### src/rtl/rx_idle_pkg.sv
package rx_idle_pkg;

   typedef enum logic [1:0] {
      TMO_OFF   = 2'd0,
      TMO_SHORT = 2'd1,
      TMO_MED   = 2'd2,
      TMO_LONG  = 2'd3
   } tmo_code_e;

   // Character-time multiplier for a code: 0, 1, 2, 4.
   function automatic int unsigned code_mult(input logic [1:0] code);
      case (code)
         TMO_SHORT: code_mult = 1;
         TMO_MED:   code_mult = 2;
         TMO_LONG:  code_mult = 4;
         default:   code_mult = 0;
      endcase
   endfunction

endpackage

### src/rtl/rx_idle_charclk.sv
// Turns bit-period ticks into character-time ticks; restart realigns phase.
module rx_idle_charclk #(
   parameter int unsigned BITS_PER_CHAR = 10
) (
   input  logic clk,
   input  logic rst_n,
   input  logic bit_tick,
   input  logic restart,
   output logic char_tick
);
   generate
      if (BITS_PER_CHAR < 1) begin : g_bad
         $error("BITS_PER_CHAR must be at least 1");
      end else if (BITS_PER_CHAR == 1) begin : g_direct
         assign char_tick = bit_tick & ~restart;
      end else begin : g_div
         localparam int unsigned PW = $clog2(BITS_PER_CHAR);
         localparam logic [PW-1:0] LAST = PW'(BITS_PER_CHAR - 1);
         logic [PW-1:0] phase;

         assign char_tick = bit_tick & ~restart & (phase == LAST);

         always_ff @(posedge clk or negedge rst_n) begin
            if (!rst_n)                phase <= '0;
            else if (restart)          phase <= '0;
            else if (bit_tick) begin
               if (phase == LAST)      phase <= '0;
               else                    phase <= phase + PW'(1);
            end
         end

         assert_phase_range_R5: assert property (@(posedge clk) disable iff (!rst_n)
            phase <= LAST);
      end
   endgenerate
endmodule

### src/rtl/rx_idle_limit.sv
// Decodes the select code into a character-time limit.
module rx_idle_limit
   import rx_idle_pkg::*;
#(
   parameter int unsigned BASE_CHARS = 4,
   parameter int unsigned CW = $clog2(BASE_CHARS * 4 + 1)
) (
   input  logic [1:0]    code,
   output logic [CW-1:0] limit
);
   generate
      if (BASE_CHARS < 1) begin : g_bad
         $error("BASE_CHARS must be at least 1");
      end
      if ((BASE_CHARS * 4) >= (1 << CW)) begin : g_narrow
         $error("CW too narrow for the longest timeout");
      end
   endgenerate

   always_comb limit = CW'(BASE_CHARS * code_mult(code));
endmodule

### src/rtl/rx_idle_count.sv
// Counts character times; fires once when the limit is reached.
module rx_idle_count #(
   parameter int unsigned CW = 5,
   parameter int unsigned MAX_LIMIT = 16
) (
   input  logic          clk,
   input  logic          rst_n,
   input  logic          char_tick,
   input  logic          restart,
   input  logic [CW-1:0] limit,
   output logic          fire
);
   logic [CW-1:0] cnt;
   logic          armed;
   logic [CW-1:0] cnt_nx;

   assign cnt_nx = cnt + CW'(1);
   assign fire   = char_tick & armed & ~restart & (cnt_nx == limit);

   always_ff @(posedge clk or negedge rst_n) begin
      if (!rst_n) begin
         cnt   <= '0;
         armed <= 1'b1;
      end else if (restart) begin
         cnt   <= '0;
         armed <= 1'b1;
      end else if (char_tick && armed) begin
         if (cnt_nx == limit) begin
            cnt   <= '0;
            armed <= 1'b0;
         end else begin
            cnt   <= cnt_nx;
         end
      end
   end

   assert_cnt_range_R1: assert property (@(posedge clk) disable iff (!rst_n)
      cnt <= CW'(MAX_LIMIT));
   assert_disarm_R6: assert property (@(posedge clk) disable iff (!rst_n)
      fire |=> !armed);
endmodule

### src/rtl/rx_idle_watch.sv
module rx_idle_watch
   import rx_idle_pkg::*;
#(
   parameter int unsigned BITS_PER_CHAR = 10,
   parameter int unsigned BASE_CHARS    = 4
) (
   input  logic       clk,
   input  logic       rst_n,
   input  logic       bit_tick,
   input  logic       rx_byte,
   input  logic       fifo_pop,
   input  logic       fifo_nonempty,
   input  logic [1:0] tmo_sel,
   output logic       tmo_pulse
);
   localparam int unsigned MAX_LIMIT = BASE_CHARS * 4;
   localparam int unsigned CW        = $clog2(MAX_LIMIT + 1);

   logic [1:0]    sel_q;
   logic          restart;
   logic          char_tick;
   logic          fire;
   logic [CW-1:0] limit;

   assign restart = rx_byte | fifo_pop | ~fifo_nonempty
                  | (tmo_sel == TMO_OFF) | (tmo_sel != sel_q);

   rx_idle_charclk #(.BITS_PER_CHAR(BITS_PER_CHAR)) u_charclk (
      .clk       (clk),
      .rst_n     (rst_n),
      .bit_tick  (bit_tick),
      .restart   (restart),
      .char_tick (char_tick)
   );

   rx_idle_limit #(.BASE_CHARS(BASE_CHARS), .CW(CW)) u_limit (
      .code  (tmo_sel),
      .limit (limit)
   );

   rx_idle_count #(.CW(CW), .MAX_LIMIT(MAX_LIMIT)) u_count (
      .clk       (clk),
      .rst_n     (rst_n),
      .char_tick (char_tick),
      .restart   (restart),
      .limit     (limit),
      .fire      (fire)
   );

   always_ff @(posedge clk or negedge rst_n) begin
      if (!rst_n) begin
         sel_q     <= 2'd0;
         tmo_pulse <= 1'b0;
      end else begin
         sel_q     <= tmo_sel;
         tmo_pulse <= fire;
      end
   end

   assert_single_pulse_R6: assert property (@(posedge clk) disable iff (!rst_n)
      tmo_pulse |=> !tmo_pulse);
   assert_off_silent_R2: assert property (@(posedge clk) disable iff (!rst_n)
      tmo_pulse |-> $past(tmo_sel) != 2'd0);
   assert_activity_blocks_R3: assert property (@(posedge clk) disable iff (!rst_n)
      tmo_pulse |-> !$past(rx_byte || fifo_pop));
   assert_empty_blocks_R4: assert property (@(posedge clk) disable iff (!rst_n)
      tmo_pulse |-> $past(fifo_nonempty));
   assert_needs_tick_R5: assert property (@(posedge clk) disable iff (!rst_n)
      tmo_pulse |-> $past(bit_tick));
endmodule

### config.mk
export PLATFORM = sky130hd
export DESIGN_NAME = rx_idle_watch
export DESIGN_NICKNAME = d
export VERILOG_FILES = /design/src/rtl/rx_idle_pkg.sv /design/src/rtl/rx_idle_charclk.sv /design/src/rtl/rx_idle_limit.sv /design/src/rtl/rx_idle_count.sv /design/src/rtl/rx_idle_watch.sv
export SDC_FILE = /design/constraint.sdc
export NUM_CORES = 1
export LEC_CHECK = 0
export ABC_AREA = 1
export BUFFER_PORTS_ARGS = -buffer_cell sky130_fd_sc_hd__buf_2
export CORE_UTILIZATION = 45
export DETAILED_ROUTE_END_ITERATION = 7
export PLACE_DENSITY = 0.66
export SLEW_MARGIN = 20
export SYNTH_ARGS = -nofsm -noshare
export SYNTH_HDL_FRONTEND = slang
export SYNTH_HIERARCHICAL = 1
export SYNTH_SLANG_ARGS = --single-unit
### constraint.sdc
create_clock -name clk -period 1.6 [get_ports clk]
set_clock_uncertainty 0.05 [all_clocks]
set_input_delay 0.32 -clock clk [delete_from_list [all_inputs] [get_ports clk]]
set_output_delay 0.32 -clock clk [all_outputs]
set_load 0.005 [all_outputs]
# [Word level (Yosys, flattened, before mapping)]
# Cells that the tools add are included.
[totals] regBits=13 output_inout_bits=1
[op_classes] addsub=2 n_eq_ne=6 n_bitwise=11 n_reduce_logical=6 muxes=10
[ops] op="5-bit 2-to-1 mux" count=3
[ops] op="4-bit 2-to-1 mux" count=3
[ops] op="3-bit one-hot mux with 3 select lines" count=1
[ops] op="2-bit nonzero test" count=3
[ops] op="5-bit by 1-bit adder with 5-bit output, second input constant" count=1
[ops] op="1-bit AND" count=5
[ops] op="5-bit equality test" count=1
[ops] op="4-bit by 1-bit adder with 4-bit output, second input constant" count=1
[ops] op="2-bit equality test, second input constant" count=2
[ops] op="4-bit equality test, second input constant" count=1
[ops] op="1-bit bitwise OR" count=4
[ops] op="1-bit 2-to-1 mux" count=3
[ops] op="2-bit by 1-bit equality test with 1-bit output, second input constant" count=1
[ops] op="2-bit logical NOT" count=1
[ops] op="2-bit != test" count=1
[ops] op="1-bit inverter" count=2
[ops] op="2-bit AND reduction" count=1
[ops] op="1-bit logical AND" count=1

# [Longest topological paths before layout]
# Gate-level depths: netlist of run 1.
[depth] ltp_word=10 mapped_depth=13 mapped_depth_nobuf=13

# [By module]
# Netlist of run 1, hierarchy kept.
[modules_own_cells] mod="rx_idle_count" cells_per_inst=72 seq_area_each_um2=151.4 n_inst=1 area_per_inst_um2=469.2
[modules_own_cells] mod="rx_idle_charclk" cells_per_inst=32 seq_area_each_um2=100.1 n_inst=1 area_per_inst_um2=249.0
[modules_own_cells] mod="rx_idle_watch" cells_per_inst=16 seq_area_each_um2=75.1 n_inst=1 area_per_inst_um2=123.9
[modules_own_cells] mod="rx_idle_limit" cells_per_inst=9 seq_area_each_um2=0.0 n_inst=1 area_per_inst_um2=41.3

# [Worst setup path after synthesis of run 1]
# No wires, ideal clock.
[synth_timing] path_kind="input-to-reg" startpoint="input port fifo_pop" endpoint="register u_count.armed" cell_stages=12 required_time_ns=1.478 arrival_time_ns=1.488 setup_slack_ns=-0.011 setup_ns=0.072 path_cell_list="nor2_1 -> nand2_1 -> nor2_1 -> nand2_1 -> inv_1 -> nand2_4 -> nor3_1 -> nand2_1 -> nor2_1 -> nand4_1 -> nand2_1 -> inv_1"
[synth_via] elab_chain_len=10 elab_cells_between_ends=12
[synth_lines] element="from (decl)" line="rx_idle_watch.sv:11" text="input logic fifo_pop,"
[synth_lines] element="1-bit bitwise OR (2 in series)" line="rx_idle_watch.sv:25" text="assign restart = rx_byte | fifo_pop | ~fifo_nonempty"
[synth_lines] element="1-bit bitwise OR (2 in series)" line="rx_idle_watch.sv:26" text="| (tmo_sel == TMO_OFF) | (tmo_sel != sel_q);"
[synth_lines] element="net restart" line="rx_idle_watch.sv:20" text="logic restart;"
[synth_lines] element="1-bit inverter" line="rx_idle_charclk.sv:21" text="assign char_tick = bit_tick & ~restart & (phase == LAST);"
[synth_lines] element="1-bit AND (2 in series)" line="rx_idle_charclk.sv:21"
[synth_lines] element="net char_tick" line="rx_idle_watch.sv:21" text="logic char_tick;"
[synth_lines] element="1-bit logical AND" line="rx_idle_count.sv:27" text="end else if (char_tick && armed) begin"
[synth_lines] element="2-bit nonzero test (no line)"
[synth_lines] element="2-bit AND reduction (no line)"
[synth_lines] element="to (signal assigned)" line="rx_idle_count.sv:23" text="armed <= 1'b1;"
[synth_lines] element="to (signal assigned)" line="rx_idle_count.sv:26" text="armed <= 1'b1;"
[synth_lines] element="to (signal assigned)" line="rx_idle_count.sv:30" text="armed <= 1'b0;"
[synth_lines] element="to (decl)" line="rx_idle_count.sv:14" text="logic armed;"
# The timed path passes the listed nets, and every way through them passes these cells.
# A chain may end at the register's enable or synchronous reset.

# [Worst setup path in the final report of run 1]
[layout_timing] startpoint="register u_charclk.g_div.phase[1]" endpoint="register u_count.armed"
[layout_via] elab_chain_len=5
[layout_lines] element="from (decl)" line="rx_idle_charclk.sv:19" text="logic [PW-1:0] phase;"
[layout_lines] element="from (signal assigned)" line="rx_idle_charclk.sv:28" text="else phase <= phase + PW'(1);"
[layout_lines] element="4-bit equality test" line="rx_idle_charclk.sv:21"
[layout_lines] element="1-bit AND" line="rx_idle_charclk.sv:21"
[layout_lines] element="net char_tick" line="rx_idle_watch.sv:21"
[layout_lines] element="1-bit logical AND" line="rx_idle_count.sv:27"
[layout_lines] element="2-bit nonzero test (no line)"
[layout_lines] element="2-bit AND reduction (no line)"
# The timed path passes the listed nets, and every way through them passes these cells.

==> key figures, run 1 <==
Status
  • Outcome: finished, final reports clean

Timing
  • Fmax: between 600 and 700 MHz
  • Final-report hold violation count: 0
  • Final worst slack: around 17 ps
  • Period Utilization, post-route: 98.95%
  • Final Critical Period: 1583 ps
  • RSZ-0062 raised after global routing: true
  • # setup viols final: 0
  • WHS: around 120 ps
  • Max-slew violations: 0

Routing
  • Avg Vias per Cell: around 4.8
  • Initial DRC count: 18
  • Final ANT Viol Nets: 0
  • Remaining DRCs: 0
  • Via count: roughly 850
  • DR WL/cell: ~11 um
  • Pre-antenna DRT Iters: 4
  • Detailed Route WL: approximately 2.0 mm

Logic synthesis
  • Mean post-synth cell area: about 6.8 um2
  • Number of flops mapped to enable cells by yosys: 0
  • Sequential share of the synthesized area: 36.97%
  • Async SR Flop Fraction: between 90% and 100%
  • Synthesis-stage register bit count: 13
  • Cell taking the most area after synthesis: dfrtp_1
  • Netlist cell types: 22
  • Ys Warns: 6
  • Mapped Cells: approximately 130
  • Synthesized cell area: just under 900 um2
  • Top-area cell type share of the netlist area: approximately a third
  • Commonest cells in the netlist: nand2_1 (43), inv_1 (23), dfrtp_1 (12)
  • Synth top area cells: dfrtp_1 (34%), nand2_1 (18%), inv_1 (9.8%)
  • Most frequent cell after synthesis: nand2_1
  • Ys flop type: dfrtp_1

Power
  • Peak VDD IR: 0.0005146 V
  • Static leakage: approximately 0.62 nW
  • Internal Power: 0.4545 mW
  • Comb pwr share: about a tenth
  • Switch share: 26.54%
  • Flop pwr share: between 50% and 60%
  • Power per cell area: between 500 and 600 nW/um2
  • Psw: roughly 0.16 mW
  • Clk network pwr share: 35.8%

Place
  • Placed Area: slightly above 1000 um2
  • Final HPWL DP: around 1.4 mm
  • # port buffers: 8
  • DP Worst Slack: -61.23 ps
  • Final Wtd Congestion: between 0.8 and 0.9

Worst setup path
  • Crit path DAT: roughly 1800 ps
  • Crit-path cells: inv_1 > ha_1 > nand2_1 > nor3_4 > nand2_2 > nor2_4 > nand4_1 > nand2_1 > inv_1
  • CP Launch Type: register
  • Critical-path top delay cell: dfrtp_1
  • Crit Path Category: register to register
  • Slowest stage delay, CP: between 400 and 500 ps
  • CP Data Required Time: approximately 1800 ps
  • CP max FO: 4
  • CP endpoint kind: register

Global route
  • Initial antenna violation count: 0
  • Via count of the first global-routing pass: around 750
  • Gr ovfl total: 0
  • GRT Total Usage: between 10% and 20%
  • Global-route wire length before repair: roughly 3 mm
  • Largest net degree at the start of global routing: 14

Cells and area
  • Fin area: approximately 1100 um2
  • Area Growth Syn to Fin: 26.91%
  • Fill cells: approximately 160
  • Fraction of layout cells with a size suffix above 1: a little under a third
  • Multi-input gate area: 503.0 um2
  • # diodes: 0
  • Nets: roughly 160
  • Storage cell area: 326.6 um2

Flow run
  • MaxCap Viol Count: 0

Floorplanning
  • Starting density of the core: 49.54%
  • Die W: roughly 46 um
  • Die height: about 46 um
  • IO Pins: 9
  • Cell Rows: 15
  • CORE AREA: approximately 1800 um2
  • Area of the die: approximately 2100 um2

CTS
  • TritonCTS clock tree: built
  • Number of clock sinks: 13
  • Total CTS buffers: 3
  • Largest buffer count on any clock path: 2
  • Clk Latency, worst-skew pair: slightly below 300 ps
  • H-Tree Depth: 1
  • Reg clk slew, reported paths: roughly 90 ps
  • Root Buffer: clkbuf_4

Hold path
  • HP Class: input port to register
## layer usage
layer | part of all wire [%] | wire length (um) | vias to the layer above | GRT usage [%]
li1 | - | - | 433 | -
met1 | 44 | 861 | 385 | 24.28
met2 | 49 | 952 | 21 | 32.50
met3 | 4.6 | 90 | 6 | 2.745
met4 | 2.6 | 51 | 0 | 12.35
met5 | 0 | 0 | - | 0
## critical path, delay by kind of cell (launching register included)
| family | cells | cell delay (ps) |
|---|---|---|
| and+or+nand+nor | 6 | 780 |
| DFF | 1 | 420 |
| adders and majority gates | 1 | 140 |
| buffers and inverters | 2 | 130 |
## cell type report
| type | instances | area share (%) |
|---|---|---|
| Tap cell | 25 | 2.790 |
| Timing Repair Buffer | 20 | 12.17 |
| Inverter | 26 | 8.705 |
| Multi-Input combinational cell | 89 | 44.87 |
| Clock buffer | 4 | 2.344 |
| Sequential cell | 13 | 29.13 |
## sequential cells by signal, indices dropped and copies added (netlist names)
register / flops
u_charclk/g_div.phase: 4
sel_q: 2
u_count/armed: 1
tmo_pulse: 1
u_count/cnt: 5
## cells in the final DEF, fill, tap and decap left out
cell type	n
nand3b_1	1
nand3_1	8
dfstp_2	1
nor2_2	4
nand4_1	4
nand2_2	7
clkbuf_1	1
o21ai_1	2
buf_4	10
nor2_4	3
nand2_4	1
dfrtp_1	12
conb_1	2
a21oi_4	1
xor2_1	1
nor3_4	1
clkbuf_4	3
inv_2	4
ha_1	3
or2_2	1
nand3_4	1
buf_2	8
nor2_1	6
nand2_1	41
nand3_2	2
inv_1	22
dlygate4sd3_1	1
buf_6	1
## final timing paths
path / startpoint / end / slack (ps) / cells after the start
setup reg to reg: u_charclk/g_div.phase[1] / u_count/armed / 20 / 9
hold reg to reg: u_count/cnt[4] / u_count/cnt[4] / 480 / 2
min in group asynchronous: rst_n / u_count/cnt[3] / 390 / 2
max in group asynchronous: rst_n / u_count/armed / 820 / 2
setup / recovery: u_charclk/g_div.phase[1] / u_count/armed / 20 / 9
hold / removal: tmo_sel[0] / sel_q[0] / 120 / 1
## power groups by stage
stage / Sequential, mW / Clock [mW] / Combinational, mW
after floorplan: 0.339 / 0 / 0.0332
after detailed placement: 0.339 / 0 / 0.0578
after global routing: 0.333 / 0.235 / 0.0737
final: 0.333 / 0.221 / 0.0646
after CTS: 0.333 / 0.226 / 0.0599
after global placement: 0.339 / 0 / 0.0562
## cells by family (layout without fill, tap and decap cells)
logic type	count (synthesis)	after routing	share of synthesized area [%]
other cells	1	2	0.4245
xor+xnor	1	1	0.9917
compound gates	3	3	1.699
buf+inv	28	50	12.75
simple gates	80	80	42.92
fa+ha+maj	3	3	4.250
flops	13	13	36.97
## per-stage QoR
step / TNS, ps / utilization, % / cells / total power, mW
finish: 0 / 62.88 / 177 / 0.6187
global route: -272.3 / 62.88 / 177 / 0.6419
CTS: 0 / 58.88 / 175 / 0.6190
detailed placement: -327.1 / 56.84 / 170 / 0.3972
global placement: -281.5 / 56.84 / 170 / 0.3954
floorplan: 0 / - / 130 / 0.3722
## timing repair
item	CTS	global route
endpoints found under the hold margin	12	0
setup endpoints to repair	0	7
hold buffers	1	0
resized for setup	0	13
setup buffers	0	2
No activity file was read; power rests on OpenSTA's default activity.
==> run 2: changes to the inputs <==
--- a/config.mk
+++ b/config.mk
@@ -10,6 +10,8 @@
 export CORE_UTILIZATION = 45
 export DETAILED_ROUTE_END_ITERATION = 7
 export PLACE_DENSITY = 0.66
+export RECOVER_POWER = 50
+export SKIP_LAST_GASP = 1
 export SLEW_MARGIN = 20
 export SYNTH_ARGS = -nofsm -noshare
 export SYNTH_HDL_FRONTEND = slang
==> run 2 against run 1 <==
Non-clock buffer count unchanged. First-iteration DRC count unchanged. Critical path depth unchanged. Maximum frequency unchanged. Highest routed layer unchanged. Cell area decreased by 0.22%. Final cell count unchanged. Clock-buffer cell count unchanged.
==> key figures, run 2 (synthesized netlist as in run 1, its figures left out) <==
Timing
  • WHS: 126.5 ps (+10.94 ps)
  • Final Critical Period: 1583 ps (unchanged)
  • Final-report hold violation count: 0 (unchanged)
  • Rel. slew slack: 49.68%
  • Fmax: 631.6 MHz (unchanged)
  • Max-slew violations: 0 (unchanged)
  • Final worst slack: 16.78 ps (unchanged)
  • # setup viols final: 0 (unchanged)
  • Period Utilization, post-route: 98.95% (unchanged)
  • Tightest Pin Transition: ~750 ps
  • RSZ-0062 raised after global routing: true

Routing
  • Pre-antenna DRT Iters: 4 (unchanged)
  • Initial DRC count: 18 (unchanged)
  • Via count: 845 (unchanged)
  • Detailed Route WL: 1.953 mm (-0.10%)
  • Final ANT Viol Nets: 0 (unchanged)
  • Remaining DRCs: 0 (unchanged)
  • DR WL/cell: 11.03 um (-0.10%)
  • Avg Vias per Cell: 4.774 (unchanged)

Global route
  • Largest net degree at the start of global routing: 14 (unchanged)
  • Gr ovfl total: 0 (unchanged)
  • Via count of the first global-routing pass: 752 (unchanged)
  • Initial antenna violation count: 0 (unchanged)
  • Global-route wire length before repair: 2.953 mm (unchanged)
  • GRT Total Usage: 19.90% (unchanged)

Worst setup path
  • WP depth: 9 (unchanged)
  • Cell family with most CP delay: simple AND/OR/NAND/NOR gates
  • Crit-path cells: inv_1 > ha_1 > nand2_1 > nor3_4 > nand2_2 > nor2_4 > nand4_1 > nand2_1 > inv_1
  • Worst Path Buf+Inv: 2 (unchanged)
  • CP Data Required Time: 1780 ps (about the same)
  • Slowest stage delay, CP: 420 ps (about the same)
  • Worst r2r dst: u_count/armed
  • Critical-path top delay cell: dfrtp_1
  • CP max FO: 4 (unchanged)
  • Crit Path Category: register to register
  • Reg2reg start: u_charclk/g_div.phase[1]
  • CP endpoint kind: register
  • Crit path DAT: 1770 ps (about the same)
  • Worst R2R Setup Slack: 20 ps (about the same)
  • Worst r2r path cells: 9 (unchanged)
  • CP Launch Type: register

Power
  • Psw: 0.1643 mW (about the same)
  • Flop pwr share: 53.9% (about the same)
  • Static leakage: 0.6146 nW (-0.89%)
  • Comb pwr share: 10.3% (about the same)
  • Clk network pwr share: 35.8% (about the same)
  • Switch share: 26.58% (+0.036 points)
  • Internal Power: 0.4537 mW (-0.16%)
  • Power per cell area: 552.5 nW/um2 (+0.11%)
  • Peak VDD IR: 0.0005146 V (about the same)

Cells and area
  • Nets: 164 (unchanged)
  • Multi-input gate area: 503.0 um2 (unchanged)
  • Largest register FFs: 5 (unchanged)
  • Area Growth Syn to Fin: 26.63%
  • Storage cell area: 326.6 um2 (unchanged)
  • Largest Register: u_count/cnt
  • Top Registers: u_count/cnt x5, u_charclk/g_div.phase x4, sel_q x2
  • Fill cells: 163 (+1.2%)
  • Commonest cells after routing, fill and taps aside: nand2_1 (41), inv_1 (22), dfrtp_1 (12), buf_4 (10), nand3_1 (8)
  • Most common cell after layout, fill and taps aside: nand2_1
  • Fraction of layout cells with a size suffix above 1: 30.26% (-1.3 points)
  • # diodes: 0 (unchanged)

Floorplanning
  • Starting density of the core: 49.54% (unchanged)
  • Die height: 46.31 um (unchanged)
  • Die W: 46.31 um (unchanged)
  • Area of the die: 2144 um2 (unchanged)
  • CORE AREA: 1783 um2 (unchanged)
  • IO Pins: 9 (unchanged)
  • Cell Rows: 15 (unchanged)

CTS
  • Clk Latency, worst-skew pair: 290 ps (about the same)
  • Largest buffer count on any clock path: 2 (unchanged)
  • Reg clk slew, reported paths: 90 ps (about the same)
  • Number of clock sinks: 13 (unchanged)
  • H-Tree Depth: 1 (unchanged)
  • Total CTS buffers: 3 (unchanged)
  • Root Buffer: clkbuf_4
  • TritonCTS clock tree: built

Hold path
  • Hold Path Origin: tmo_sel[0]
  • Hold EP: sel_q[0]
  • Hold depth: 1 (unchanged)
  • HP Class: input port to register

Flow run
  • MaxCap Viol Count: 0 (unchanged)

Place
  • Final HPWL DP: 1.362 mm (unchanged)
  • Final Wtd Congestion: 0.8384 (unchanged)
  • # port buffers: 8 (unchanged)
  • DP Worst Slack: -61.23 ps (unchanged)

Status
  • Outcome: finished, final reports clean
[run 2: changes by cell type in the layout (fill, tap and decap cells not counted)]
cell | before | now
clkbuf_1 | 1 | 3
buf_2 | 8 | 6
[run 2: worst reg2reg max path, delay by kind of cell, from the launching register on]
family	cells	cell delay (ps)
adders and majority gates	1	140
buffers and inverters	2	130
DFF	1	420
and+or+nand+nor	6	790
[run 2: power by group through the flow]
stage                     sequential [mW]  clock [mW]  combinational [mW]
after global placement              0.339           0              0.0562
after CTS                           0.333       0.226              0.0599
after detailed placement            0.339           0              0.0578
final                               0.333       0.221              0.0639
after global routing                0.333       0.235              0.0730
after floorplan                     0.339           0              0.0332
[run 2: worst max path at each step]
stage	from	endpoint	slack (ps)
after floorplan	fifo_pop	u_count/armed	30
after global placement	fifo_pop	u_count/cnt[2]	-60
after detailed placement	tmo_sel[1]	u_count/armed	-60
after CTS	sel_q[1]	u_count/armed	3
after global routing	sel_q[1]	u_count/armed	-90
final	u_charclk/g_div.phase[1]	u_count/armed	20
[run 2: layout make-up]
class | instances | area share (%)
multi-input combinational | 89 | 44.97
sequential | 13 | 29.19
timing repair buffer | 20 | 11.97
inverter | 26 | 8.725
tap | 25 | 2.796
clock buffer | 4 | 2.349
[run 2: through the flow]
step	cells	TNS (ps)	util, %	area (um2)	total power, mW
final	177	0	62.74	1119	0.6180
after global routing	177	-272.3	62.74	1119	0.6412
after CTS	175	0	58.88	1050	0.6190
after detailed placement	170	-327.1	56.84	1013	0.3972
after global placement	170	-281.5	56.84	1013	0.3954
after floorplan	130	0	-	889.6	0.3722
[run 2: repair_timing]
action | 4_1_cts | 5_1_grt
hold endpoints to repair | 12 | 0
endpoints found under the setup margin | 0 | 7
gates resized for setup | 0 | 13
hold buffers | 1 | 0
setup buffers | 0 | 2
[run 2: layer usage]
layer / vias to the layer above / global-route usage (%) / share of wire, %
met4: 0 / 12.35 / 2.6
met2: 21 / 32.50 / 49
met3: 6 / 2.745 / 4.7
met5: - / 0 / 0
met1: 385 / 24.28 / 44
li1: 433 / - / -
